[src/rtl/simd_dir_shifter.sv]
`timescale 1ns/1ps
module simd_dir_shifter #(
  parameter int XLEN        = 64,
  parameter int LANE_W      = 16,
  parameter int NARROW_XLEN = 32,
  parameter int AMT_W       = 32
) (
  input  logic             clk,
  input  logic             rst,
  input  logic             in_valid,
  input  logic [XLEN-1:0]  src,
  input  logic [AMT_W-1:0] amount,
  input  logic             round_en,
  input  logic             wide_mode,
  output logic             out_valid,
  output logic [XLEN-1:0]  result,
  output logic             overflow
);
  localparam int LANES        = XLEN / LANE_W;
  localparam int NARROW_LANES = NARROW_XLEN / LANE_W;
  localparam int SH_W         = $clog2(LANE_W);
  localparam int CODE_W       = SH_W + 1;
  localparam int EXT_W        = 2 * LANE_W;

  logic [CODE_W-1:0] code, neg_code;
  logic [SH_W-1:0]   lmag, rmag, rmag_m1;
  logic              go_right;
  logic              unused_amount_hi;

  assign code     = amount[CODE_W-1:0];
  assign go_right = code[CODE_W-1];
  assign neg_code = '0 - code;
  assign lmag     = code[SH_W-1:0];
  assign rmag     = neg_code[SH_W] ? '1 : neg_code[SH_W-1:0];
  assign rmag_m1  = rmag - 1'b1;
  assign unused_amount_hi = ^amount[AMT_W-1:CODE_W];

  logic [XLEN-1:0]  nxt_res;
  logic [LANES-1:0] lane_sat;

  for (genvar i = 0; i < LANES; i++) begin : g_lane
    logic signed [LANE_W-1:0] x, pre, trunc_val, rnd_val, left_val, lane_res;
    logic signed [EXT_W-1:0]  xe, shl;
    logic signed [LANE_W:0]   rnd_sum;
    logic                     fits, lane_on, unused_rnd_lsb;

    assign x   = src[i*LANE_W +: LANE_W];
    assign xe  = x;
    assign shl = xe <<< lmag;
    assign fits = (&shl[EXT_W-1:LANE_W-1]) | ~(|shl[EXT_W-1:LANE_W-1]);
    assign left_val = fits ? shl[LANE_W-1:0]
                    : (x[LANE_W-1] ? {1'b1, {(LANE_W-1){1'b0}}}
                                   : {1'b0, {(LANE_W-1){1'b1}}});

    assign trunc_val = x >>> rmag;
    assign pre       = x >>> rmag_m1;
    assign rnd_sum   = {pre[LANE_W-1], pre} + 1'b1;
    assign rnd_val   = rnd_sum[LANE_W:1];
    assign unused_rnd_lsb = rnd_sum[0];

    assign lane_res = go_right ? (round_en ? rnd_val : trunc_val) : left_val;
    assign lane_on  = wide_mode || (i < NARROW_LANES);

    assign nxt_res[i*LANE_W +: LANE_W] = lane_on ? lane_res : '0;
    assign lane_sat[i] = lane_on && !go_right && !fits;
  end

  always_ff @(posedge clk) begin
    if (rst) begin
      out_valid <= 1'b0;
      overflow  <= 1'b0;
      result    <= '0;
    end else begin
      out_valid <= in_valid;
      overflow  <= in_valid && (|lane_sat);
      if (in_valid) result <= nxt_res;
    end
  end
endmodule


[config.mk]
export PLATFORM = sky130hd
export DESIGN_NAME = simd_dir_shifter
export DESIGN_NICKNAME = d
export VERILOG_FILES = /design/src/rtl/simd_dir_shifter.sv
export SDC_FILE = /design/constraint.sdc
export NUM_CORES = 1
export LEC_CHECK = 0
export ABC_AREA = 1
export BUFFER_PORTS_ARGS = -buffer_cell sky130_fd_sc_hd__buf_4
export CORE_UTILIZATION = 50
export DETAILED_ROUTE_END_ITERATION = 16
export PLACE_DENSITY = 0.7
export SYNTH_ARGS = -nofsm -noshare
export SYNTH_HDL_FRONTEND = slang
export SYNTH_SLANG_ARGS = --single-unit
export TNS_END_PERCENT = 5
[constraint.sdc]
create_clock -name clk -period 4.5 [get_ports clk]
set_input_delay 0.45 -clock clk [delete_from_list [all_inputs] [get_ports clk]]
set_output_delay 0.45 -clock clk [all_outputs]
set_load 0.01 [all_outputs]
-- Word-level counts from Yosys, hierarchy flattened
Cells that the tools add are included.
- bits of input ports: 101
- register bits: 66
- output and inout port bits: 66
- word-level logic and storage cells: 68
- muxes and demuxes: 19
- reduce and logical (&&, ||, !) cells: 20
- add/subtract/negate cells: 6
- bitwise logic cells: 8
- shift operators: 12
- operators by type and width (kind ; number):
    2-to-1 mux 16 bit ; 18
    <<< shifter 16 x 4 -> 32 bit ; 4
    >>> shifter 16 x 4 -> 16 bit ; 8
    adder 16 x 2 -> 17 bit (second input constant) ; 4
    AND reduction 17 bit ; 4
    OR reduction 17 bit ; 4
    logical AND 1 bit ; 6
    zero test 1 bit ; 5
    subtractor 1 x 5 -> 5 bit (first input constant) ; 1
    2-to-1 mux 4 bit ; 1
    inverter 1 bit ; 4
    bitwise OR 1 bit ; 4
    OR reduction 4 bit ; 1
    subtractor 4 x 1 -> 4 bit (second input constant) ; 1

-- Logic depth before layout (Yosys ltp)
Gate-level depths: netlist (run 1).
- depth in word-level cells: 8
- mapped depth: 29
- depth with buffers taken out: 26

-- Worst setup path before layout (run 1)
OpenSTA, ideal clock, no wires.
- path type: in2reg
- from: input amount[1]
- to: register result[61]
- cell stages on the path: 24
- setup slack: 1.036 ns
- data required time: 4.368 ns
- arrival time: 3.332 ns
- path through: inv_2 -> buf_2 -> buf_1 -> ha_1 -> xor2_2 -> nand2_2 -> inv_2 -> nand3_1 -> nand2_4 -> inv_4 -> buf_4 -> nand3_1 -> nand2_1 -> inv_2 -> ha_1 -> inv_1 -> nor2_2 -> nand3_1 -> nor2_2 -> nand2_1 -> nand2_1 -> nand3_1 -> nand2_1 -> a21oi_1
- cells in the longest elaborated chain, start to end: 8
- elaborated cells on any way between the ends: 15
- those cells by class: 3 x add/sub; 3 x shift; 5 x mux; 2 x bitwise; 2 x reduce/logical
- ends and longest elaborated chain (what ; line ; source):
    start: declaration ; 12 ; input logic [AMT_W-1:0] amount,
    subtractor 1 x 5 -> 5 bit ; 32 ; assign neg_code = '0 - code;
    2-to-1 mux 4 bit ; 34 ; assign rmag = neg_code[SH_W] ? '1 : neg_code[SH_W-1:0];
    subtractor 4 x 1 -> 4 bit ; 35 ; assign rmag_m1 = rmag - 1'b1;
    >>> shifter 16 x 4 -> 16 bit ; 56 ; assign pre = x >>> rmag_m1;
    adder 16 x 2 -> 17 bit ; 57 ; assign rnd_sum = {pre[LANE_W-1], pre} + 1'b1;
    2-to-1 mux 16 bit ; 61 ; assign lane_res = go_right ? (round_en ? rnd_val : trunc_val) : left_val;
    2-to-1 mux 16 bit (*) ; 61 ;
    2-to-1 mux 16 bit (*) ; 64 ; assign nxt_res[i*LANE_W +: LANE_W] = lane_on ? lane_res : '0;
    end signal: assignment ; 76 ; if (in_valid) result <= nxt_res;
    end: declaration ; 16 ; output logic [XLEN-1:0] result,
Every way passes the cells marked *; elsewhere a longest branch is shown, timed or not.
A chain may end at the register's enable or synchronous reset.

-- Worst setup path after layout (run 1)
- from: input amount[1]
- to: register result[21]
- cells in the longest elaborated chain, start to end: 7
- elaborated cells on any way between the ends: 14
- those cells by class: 3 x add/sub; 3 x shift; 4 x mux; 2 x bitwise; 2 x reduce/logical
- ends and longest elaborated chain (what ; line):
    subtractor 1 x 5 -> 5 bit ; 32
    2-to-1 mux 4 bit ; 34
    subtractor 4 x 1 -> 4 bit ; 35
    >>> shifter 16 x 4 -> 16 bit ; 56
    adder 16 x 2 -> 17 bit ; 57
    2-to-1 mux 16 bit ; 61
    2-to-1 mux 16 bit (*) ; 61
Marked as above.

==> results.md, run 1 <==
- Pin placement for this block handled 167 I/O pins.
- For this run, the post-layout net count is 2928.
- The filler cells instantiated in the layout total about 2.9k.
- The largest area contributor in the synthesized netlist is nand2_1.
- The cts-stage hold buffer count is 0.
- The total power consumption of the routed design is ~3.6 mW.
- The share of the cycle needed by the critical path after routing is approximately 92%.
- The type of element launching the critical path is an input port.
- The number of distinct library cells after synthesis is 52.
- The die covers 0.0284 mm².
- The worst setup path is of the input port to flop kind.
- The capturing element type of the critical path is a flop.
- The endpoint required time on the critical path is between 4000 and 5000 ps.
- Post-CTS repair changed the size of 0 cells.
- In this run the biggest area consumer among cell types represents a little under a third of the synthesized area.
- Measured on the finished design, the core utilization comes to between 50% and 60%.
- Of all nets on the critical path, the largest fanout is 60.
- After detailed routing, the number of vias per cell comes to around 6.1.
- The number of optimization iterations in the first detailed-route pass is 8.
- For the final routed database, the setup TNS stands at 0 ps.
- The endpoint with the worst hold slack is result[55].
- The pin slew with the least headroom to its limit is 1340 ps.
- Summing all flip-flop and latch instances after layout gives 0.00132 mm².
- The final-report hold violation count is 0.
- Setup violations remaining at the end of the flow were counted as 0.
- For this run, the leading register cell type out of synthesis is dfxtp_1.
- The number of routed nets with antenna violations is 0.
- The reg-to-reg startpoint is result[16].
- The post-synthesis area per instance is slightly below 5 µm².
- The number of antenna violations at the first check in global routing is 5.
- Sequential cells account for between 10% and 20% of the total power.
- The post-synthesis sequential element count is between 60 and 70.
- The cell area power density is around 240 mW/mm².
- In this run the core area contains 60 standard-cell rows.
- The number of max-capacitance violations reported is 0.
- In this run the cell area of the synthesized design comes to ~0.014 mm².
- For this design the static power due to leakage is 7.49 nW.
- The routed via count is approximately 20k.
- The cell occurring most often along the worst timing path is nand2_1.
- The cell-internal power is approximately 1.8 mW.
- Counting tap cells, the placed design contains a total of 3183 instances.
- The first-pass GRT wire length is between 90 and 100 mm.
- Routability-driven placement finished with a final weighted congestion of 1.07.
- The number of non-filler instances in the completed layout is ~3.2k.
- The tree is rooted in a clkbuf_16.
- The class of the tightest hold or removal check is flop to flop.
- The clock latency on the worst-skew pair is around 330 ps.
- The critical path contains buffers and inverters numbering 4 combined.
- The number of global-route vias before repair came to 18.1k.
- Among all stages on the critical path, the largest delay is contributed by o21ai_0.
- The longest clock path from root to sink contains 2 buffers.
- After the first detailed-routing iteration, the DRC count stood at about 2.6k.
- Measured in cells, the most critical reg-to-reg path has a length of 2.
- Across the VDD grid, the largest voltage drop is between 0.2 and 0.25 mV.
- The kind of cell adding the most delay to the critical path is compound AO/OA/AOI/OAI gates.
- The width of the die is 168 µm.
- In the global route stage, overall resource usage came out at around 43%.
- The flow ran to the end, and the final reports show no timing, DRC or antenna violations.
- The time the final worst path needs with I/O delays and setup is a little over 4000 ps.
- After detailed routing, the number of remaining DRC violations is 0.
- The cell count after synthesis is 2825.
- The net load switching power is between 1.5 and 2 mW.
- The floorplan step set the die height to 168 µm.
- The half-perimeter wire length after placement is 47.0 mm.
- The timing-limited maximum frequency is between 200 and 250 MHz.
- The core box area is roughly 0.027 mm².
- Counting instances, the worst hold path has a depth of 2.
- The arrival time at the worst endpoint is 4360 ps.
- The clock group share of total power is around 22%.
- The top cell types in the final layout, fill and taps aside, are 1180 x nand2_1, 274 x o21ai_0, 272 x nand3_1.
- The fraction of registers with async set/reset is 0%.
- Entering global routing, the biggest net connects 78 pins.
- The number of buffers inserted during clock tree synthesis is 9.
- The CTS tree is done.
- The clock transition at the registers of the reported paths is about 60 ps.
- For this configuration, the core starts out at a cell density of roughly 50%.
- For this run, the number of Yosys warnings is 0.
- After detailed routing, the average wire length per cell comes to 19.3 µm.
- Cells with a size suffix above 1 make up under 10% of the layout.
- In this run the number of cells on the critical path is 15.
- The flop-to-flop setup slack is ~3700 ps.
- Ranked by total cell area, the synthesized netlist is headed by nand2_1 32%, o21ai_0 9.9%, nand3_1 9.8%.
- The area growth from synthesis to final layout is 8.96%.
- The worst relative slew slack is about a tenth.
- The total wire length after detailed routing is about 62 mm.
- The post-synthesis sequential area ratio is about a tenth.
- The synthesized design contains 0 enable-type register cells.
- The maximum clock skew at final layout is 0 ps.
- Once the clock tree was built, the setup fixing pass inserted 0 buffers.
- The net count after synthesis is approximately 2.9k.
- The part of the power in combinational logic is 59.8%.
- In this run the tool buffered the top-level ports with approximately 140 buffer cells.
- The final max-slew violation count came to 0.
- The clock drives 66 sinks.
- On the worst path, the slowest cell contributes a delay of around 1100 ps.
- The H-tree generated during clock tree synthesis spans 3 levels.
- In this run the most critical hold path is launched from result[55].
- For this run the aggregate overflow at the end of global routing stands at 0.
- Setup repair after global routing left no endpoint under its margin.
- The commonest non-fill, non-tap cell in the layout is nand2_1.
- The area taken by multi-input logic gates is about 0.011 mm².
- Walking the worst path, the cells encountered are buf_4 > inv_2 > buf_4 > o21ai_0 > o21ai_0 > mux2i_1 > nor2_1 > nand2_1 > nor2_1 > nand2_1 > nand2_1 > nand2_1 > inv_1 > nand3b_1 > a31oi_1.
- In this run the critical register-to-register path is captured at result[16].
- The switching power share of the total is between 40% and 50%.
[synthesized netlist by cell type (all sizes together), types with 5 or more instances]
cell,n
nand3,279
or2,14
a21oi,205
inv,174
dfxtp,66
o22ai,7
xnor2,5
nand2,1198
mux2i,26
nor2,193
ha,5
nor3,9
a31oi,23
buf,101
clkbuf,90
nand3b,10
nand4,27
o21ai,331
o211ai,21
o21bai,7
o21a,5
xor2,7
[power by group through the flow]
stage / Combinational, mW / Clock (mW) / Sequential (mW)
floorplan: 1.48 / 0 / 0.673
global placement: 2.04 / 0 / 0.661
detailed placement: 2.07 / 0 / 0.662
CTS: 2.08 / 0.806 / 0.651
global route: 2.37 / 0.840 / 0.654
finish: 2.16 / 0.805 / 0.651
[how the worst max path moves through the flow]
| stage | startpoint | endpoint | slack [ps] |
|---|---|---|---|
| 3_3_place_gp | amount[1] | result[31] | 500 |
| 5_1_grt | amount[1] | result[29] | 190 |
| 4_1_cts | amount[1] | result[31] | 750 |
| 2_1_floorplan | amount[1] | result[61] | 1040 |
| 3_5_place_dp | amount[1] | result[31] | 420 |
| 6_report | amount[1] | result[21] | 380 |
[through the flow]
| step | setup slack, ps | hold slack, ps | cell area (µm²) |
|---|---|---|---|
| floorplan | 1040 | 490 | 13900 |
| global placement | 500 | 456 | 14800 |
| detailed placement | 417 | 459 | 14800 |
| CTS | 754 | 468 | 15100 |
| global route | 189 | 485 | 15100 |
| finish | 378 | 467 | 15100 |
[registers in the layout (all words and copies together) (netlist names)]
name / flops
out_valid: 1
overflow: 1
result: 64
[cell type report]
class	count	area share, %
Timing Repair Buffer	177	9.05
Clock buffer	9	1.49
Inverter	177	4.42
Antenna cell	3	0.0497
Sequential cell	66	8.75
Clock inverter	6	0.762
Multi-Input combinational cell	2391	72.4
Tap cell	372	3.08
[logic make-up (layout without fill, tap and decap cells)]
family | count (synthesis) | count (layout) | synth area share (%)
flops | 66 | 66 | 9.53
compound gates | 612 | 612 | 23.4
other cells | 0 | 3 | 0
xor+xnor | 12 | 12 | 0.813
simple gates | 1736 | 1736 | 52.4
fa+ha+maj | 5 | 5 | 0.451
buf+inv | 368 | 369 | 11.6
mux | 26 | 26 | 1.88
[worst min-delay path: cells and delay by family, from the launching register on]
kind | cells | cell delay, ps
and+or+nand+nor | 1 | 60
DFF | 1 | 310
AOI/OAI and AO/OA | 1 | 60
[routing by layer]
metal	track usage, %	part of all wire (%)	up-vias
met2	71.5	45	1137
met1	48.9	38	8769
met3	8.56	9.4	280
li1	-	-	9260
met4	31.5	7.8	6
met5	0	0.052	-
No activity file was read; power rests on OpenSTA's default activity.
==> run 2, diff against run 1 <==
--- a/config.mk
+++ b/config.mk
@@ -10,6 +10,7 @@
 export CORE_UTILIZATION = 50
 export DETAILED_ROUTE_END_ITERATION = 16
 export PLACE_DENSITY = 0.7
+export REMOVE_ABC_BUFFERS = 1
 export SYNTH_ARGS = -nofsm -noshare
 export SYNTH_HDL_FRONTEND = slang
 export SYNTH_SLANG_ARGS = --single-unit
==> run 2 against run 1 <==
Net effect: die area is the same; worst setup slack better by 260 ps; first-iteration DRC count fell by 16%; cell area shrank 0.62%; critical path depth rose by 8; non-clock buffer count fell by 1; routed wire length down 13%; critical path type unchanged; largest cell class unchanged; highest routed layer is now met4.
==> results.md, run 2 (synthesis gave the netlist of run 1 again) <==
- STA puts the critical path data arrival time at around 4100 ps.
- The total power consumption of the routed design is about 3.4 mW.
- On the worst path, the slowest cell contributes a delay of 330 ps.
- Counting both buffers and inverters, the worst setup path holds a total of 5.
- The cts-stage hold buffer count is 0.
- In the layout the commonest cells are 1180 x nand2_1, 274 x o21ai_0, 272 x nand3_1.
- In this run the post-CTS setup repair buffer count came out at 0.
- Before antenna repair, the detailed router went through 6 iterations.
- For this run the aggregate overflow at the end of global routing stands at 0.
- The floorplan die height is between 150 and 200 µm.
- Grouping stages by cell kind, the critical path spends the most delay in simple AND/OR/NAND/NOR gates.
- The total of endpoints with negative setup slack in the final report is 0.
- The cell occurring most often along the worst timing path is nand2_1.
- In this run the worst path has a maximum fanout of 30.
- The initial utilization of the core area, before any placement, comes to between 50% and 60%.
- The clock network burns about a fifth of the power.
- Derived from the worst setup path, the maximum achievable clock frequency is roughly 260 MHz.
- The proportion of layout cells with a drive suffix above 1 is about a tenth.
- Buffers placed on the I/O ports in this run total roughly 140.
- The critical path is of the input port to flop type.
- The final RePlAce weighted congestion is roughly 1.0.
- The capturing element type of the critical path is a flop.
- The CTS tree is done.
- The number of max-capacitance violations reported is 0.
- Counting I/O delays and the setup requirement, the final critical path takes between 3000 and 4000 ps.
- Entering global routing, the biggest net connects 78 pins.
- The worst hold-check slack is about 420 ps.
- The final max-slew violation count is 0.
- The maximum clock skew at final layout is 0 ps.
- The root cell of the clock tree is clkbuf_16.
- In this run the power spent charging and discharging nets is around 1.7 mW.
- In this run the most critical hold path is launched from wide_mode.
- The reg-to-reg startpoint is result[35].
- The initial DRC count is ~2.2k.
- The core box area is approximately 0.027 mm².
- Cell internal power was estimated by the tool at between 1.5 and 2 mW.
- The flip-flop count of the largest register, all copies and words added is 64.
- Dividing the detail-routed via count by the number of cells gives between 5 and 6.
- Traced cell by cell, the critical path runs through buf_4 > inv_2 > ha_1 > xor2_2 > nand2_2 > nand2_1 > nand2_2 > inv_2 > buf_4 > nand3_1 > nand2_1 > nand2_1 > nand2_1 > ha_1 > inv_1 > nor2_2 > nand3_1 > nor2_2 > nand2_1 > nand2_1 > nand3_1 > nand2_1 > a21oi_1.
- Across the VDD grid, the largest voltage drop is about 0.19 mV.
- Buffers inserted during clock tree synthesis total 9.
- The worst setup path is launched from an input port.
- The final layout contains routed wiring with a total length of between 50 and 60 mm.
- The pre-CTS setup slack is approximately 380 ps.
- In the final layout, the registers with the most flip-flops are result: 64 flops, out_valid: 1 flops, overflow: 1 flops.
- The final worst slack is 640 ps.
- The final-report hold violation count is 0.
- Dividing total power by cell area gives a power density of roughly 230 mW/mm².
- The part of the power in combinational logic is a little over 60%.
- The run finished with clean final reports.
- Leaving out fill and tap cells, the most frequent cell in the layout is nand2_1.
- The die covers ~0.028 mm².
- For flop-to-flop paths, the worst setup slack is approximately 3800 ps.
- The number of routed nets with antenna violations is 0.
- Ranked by flip-flop count, first place goes to result.
- The final layout contains 2927 nets.
- The H-tree was split into 3 levels.
- The filler cells instantiated in the layout total 3001.
- The remaining routing DRC violations is 0.
- In this run the horizontal extent of the chip is around 170 µm.
- The reported leakage power is approximately 7.5 nW.
- In the finished design, the share of the clock period the worst path needs comes to ~86%.
- The number of antenna violations at the first check in global routing came to 0.
- The reg-to-reg endpoint is result[35].
- Setup repair after global routing left no endpoint under its margin.
- The floorplan has 60 rows.
- For the pin with the worst max-slew slack, the measured transition is 1110 ps.
- The class of the tightest hold or removal check is input port to flop.
- The worst relative slew slack is between 20% and 30%.
- The endpoint with the worst hold slack is overflow.
- The area growth from synthesis to final layout is 8.28%.
- Summing over every cut layer, the via total after detailed routing is around 19k.
- The number of global-route vias before repair was approximately 16k.
- Sequential cells account for between 10% and 20% of the total power.
- During I/O placement, the number of pins put on the boundary was roughly 170.
- In this run, post-CTS repair resized a total of 0 instances.
- The CTS sink count is 66.
- 0 antenna diodes ended up in the layout.
- The number of cells traversed by the worst hold path is 3.
- Of the total power, the share spent switching nets is 50.3%.
- The endpoint required time on the critical path is approximately 4700 ps.
- The clock transition at the registers of the reported paths is approximately 50 ps.
- The first global-routing pass estimated approximately 84 mm of wire.
- The routed length per placed instance is between 15 and 20 µm.
- Measured in cells, the most critical reg-to-reg path has a length of 2.
- The clock passes through at most 2 buffers.
- The half-perimeter wire length after placement is around 40 mm.
- The slowest stage of the critical path is the buf_4 cell.
- The overall track demand over capacity in global routing is 36.6%.
- The clock latency on the worst-skew pair is around 330 ps.
==> run 2: worst max path at each step <==
| stage | from | to | slack, ps | cells after the start |
|---|---|---|---|---|
| global route | amount[0] | result[61] | 310 | 23 |
| global placement | amount[0] | result[61] | 430 | 23 |
| floorplan | amount[1] | result[45] | -780 | 21 |
| CTS | amount[0] | result[61] | 730 | 23 |
| finish | amount[0] | result[61] | 640 | 23 |
| detailed placement | amount[0] | result[61] | 380 | 23 |
==> run 2: worst reg2reg max path: cells and delay by family, from the launching register on <==
kind             cells  cell delay, ps
flip-flops           1             370
AO/OA/AOI/OAI        1             160
AND/OR/NAND/NOR      1              80
==> run 2: metal layers <==
metal,vias to the layer above,wire length [µm],global-route usage [%]
met5,-,0,0
met3,180,4660,4.07
met4,0,2680,16.4
met1,8267,23100,49.3
met2,1021,23400,58.7
li1,9223,-,-
==> run 2: per-stage QoR <==
stage	cells	cell area, µm²	TNS (ps)	utilization (%)
after detailed placement	3182	14700	0	54.4
after global placement	3182	14700	0	54.4
after global routing	3196	15000	0	55.4
after CTS	3196	15000	0	55.4
final	3196	15000	0	55.4
after floorplan	2634	12900	-31200	-
==> run 2: power by group through the flow <==
stage | registers (mW) | logic, mW | clock network (mW)
4_1_cts | 0.646 | 2.02 | 0.677
2_1_floorplan | 0.673 | 1.33 | 0
5_1_grt | 0.650 | 2.31 | 0.708
3_3_place_gp | 0.658 | 1.99 | 0
3_5_place_dp | 0.658 | 2.02 | 0
6_report | 0.646 | 2.08 | 0.676
==> run 2: cell type report <==
type | instances | area (µm²) | share of cell area (%)
Sequential cell | 66 | 1320 | 8.80
Tap cell | 372 | 465 | 3.10
Clock inverter | 4 | 45.0 | 0.300
Inverter | 177 | 667 | 4.44
Multi-Input combinational cell | 2391 | 10900 | 72.9
Clock buffer | 10 | 229 | 1.53
Timing Repair Buffer | 176 | 1350 | 8.97
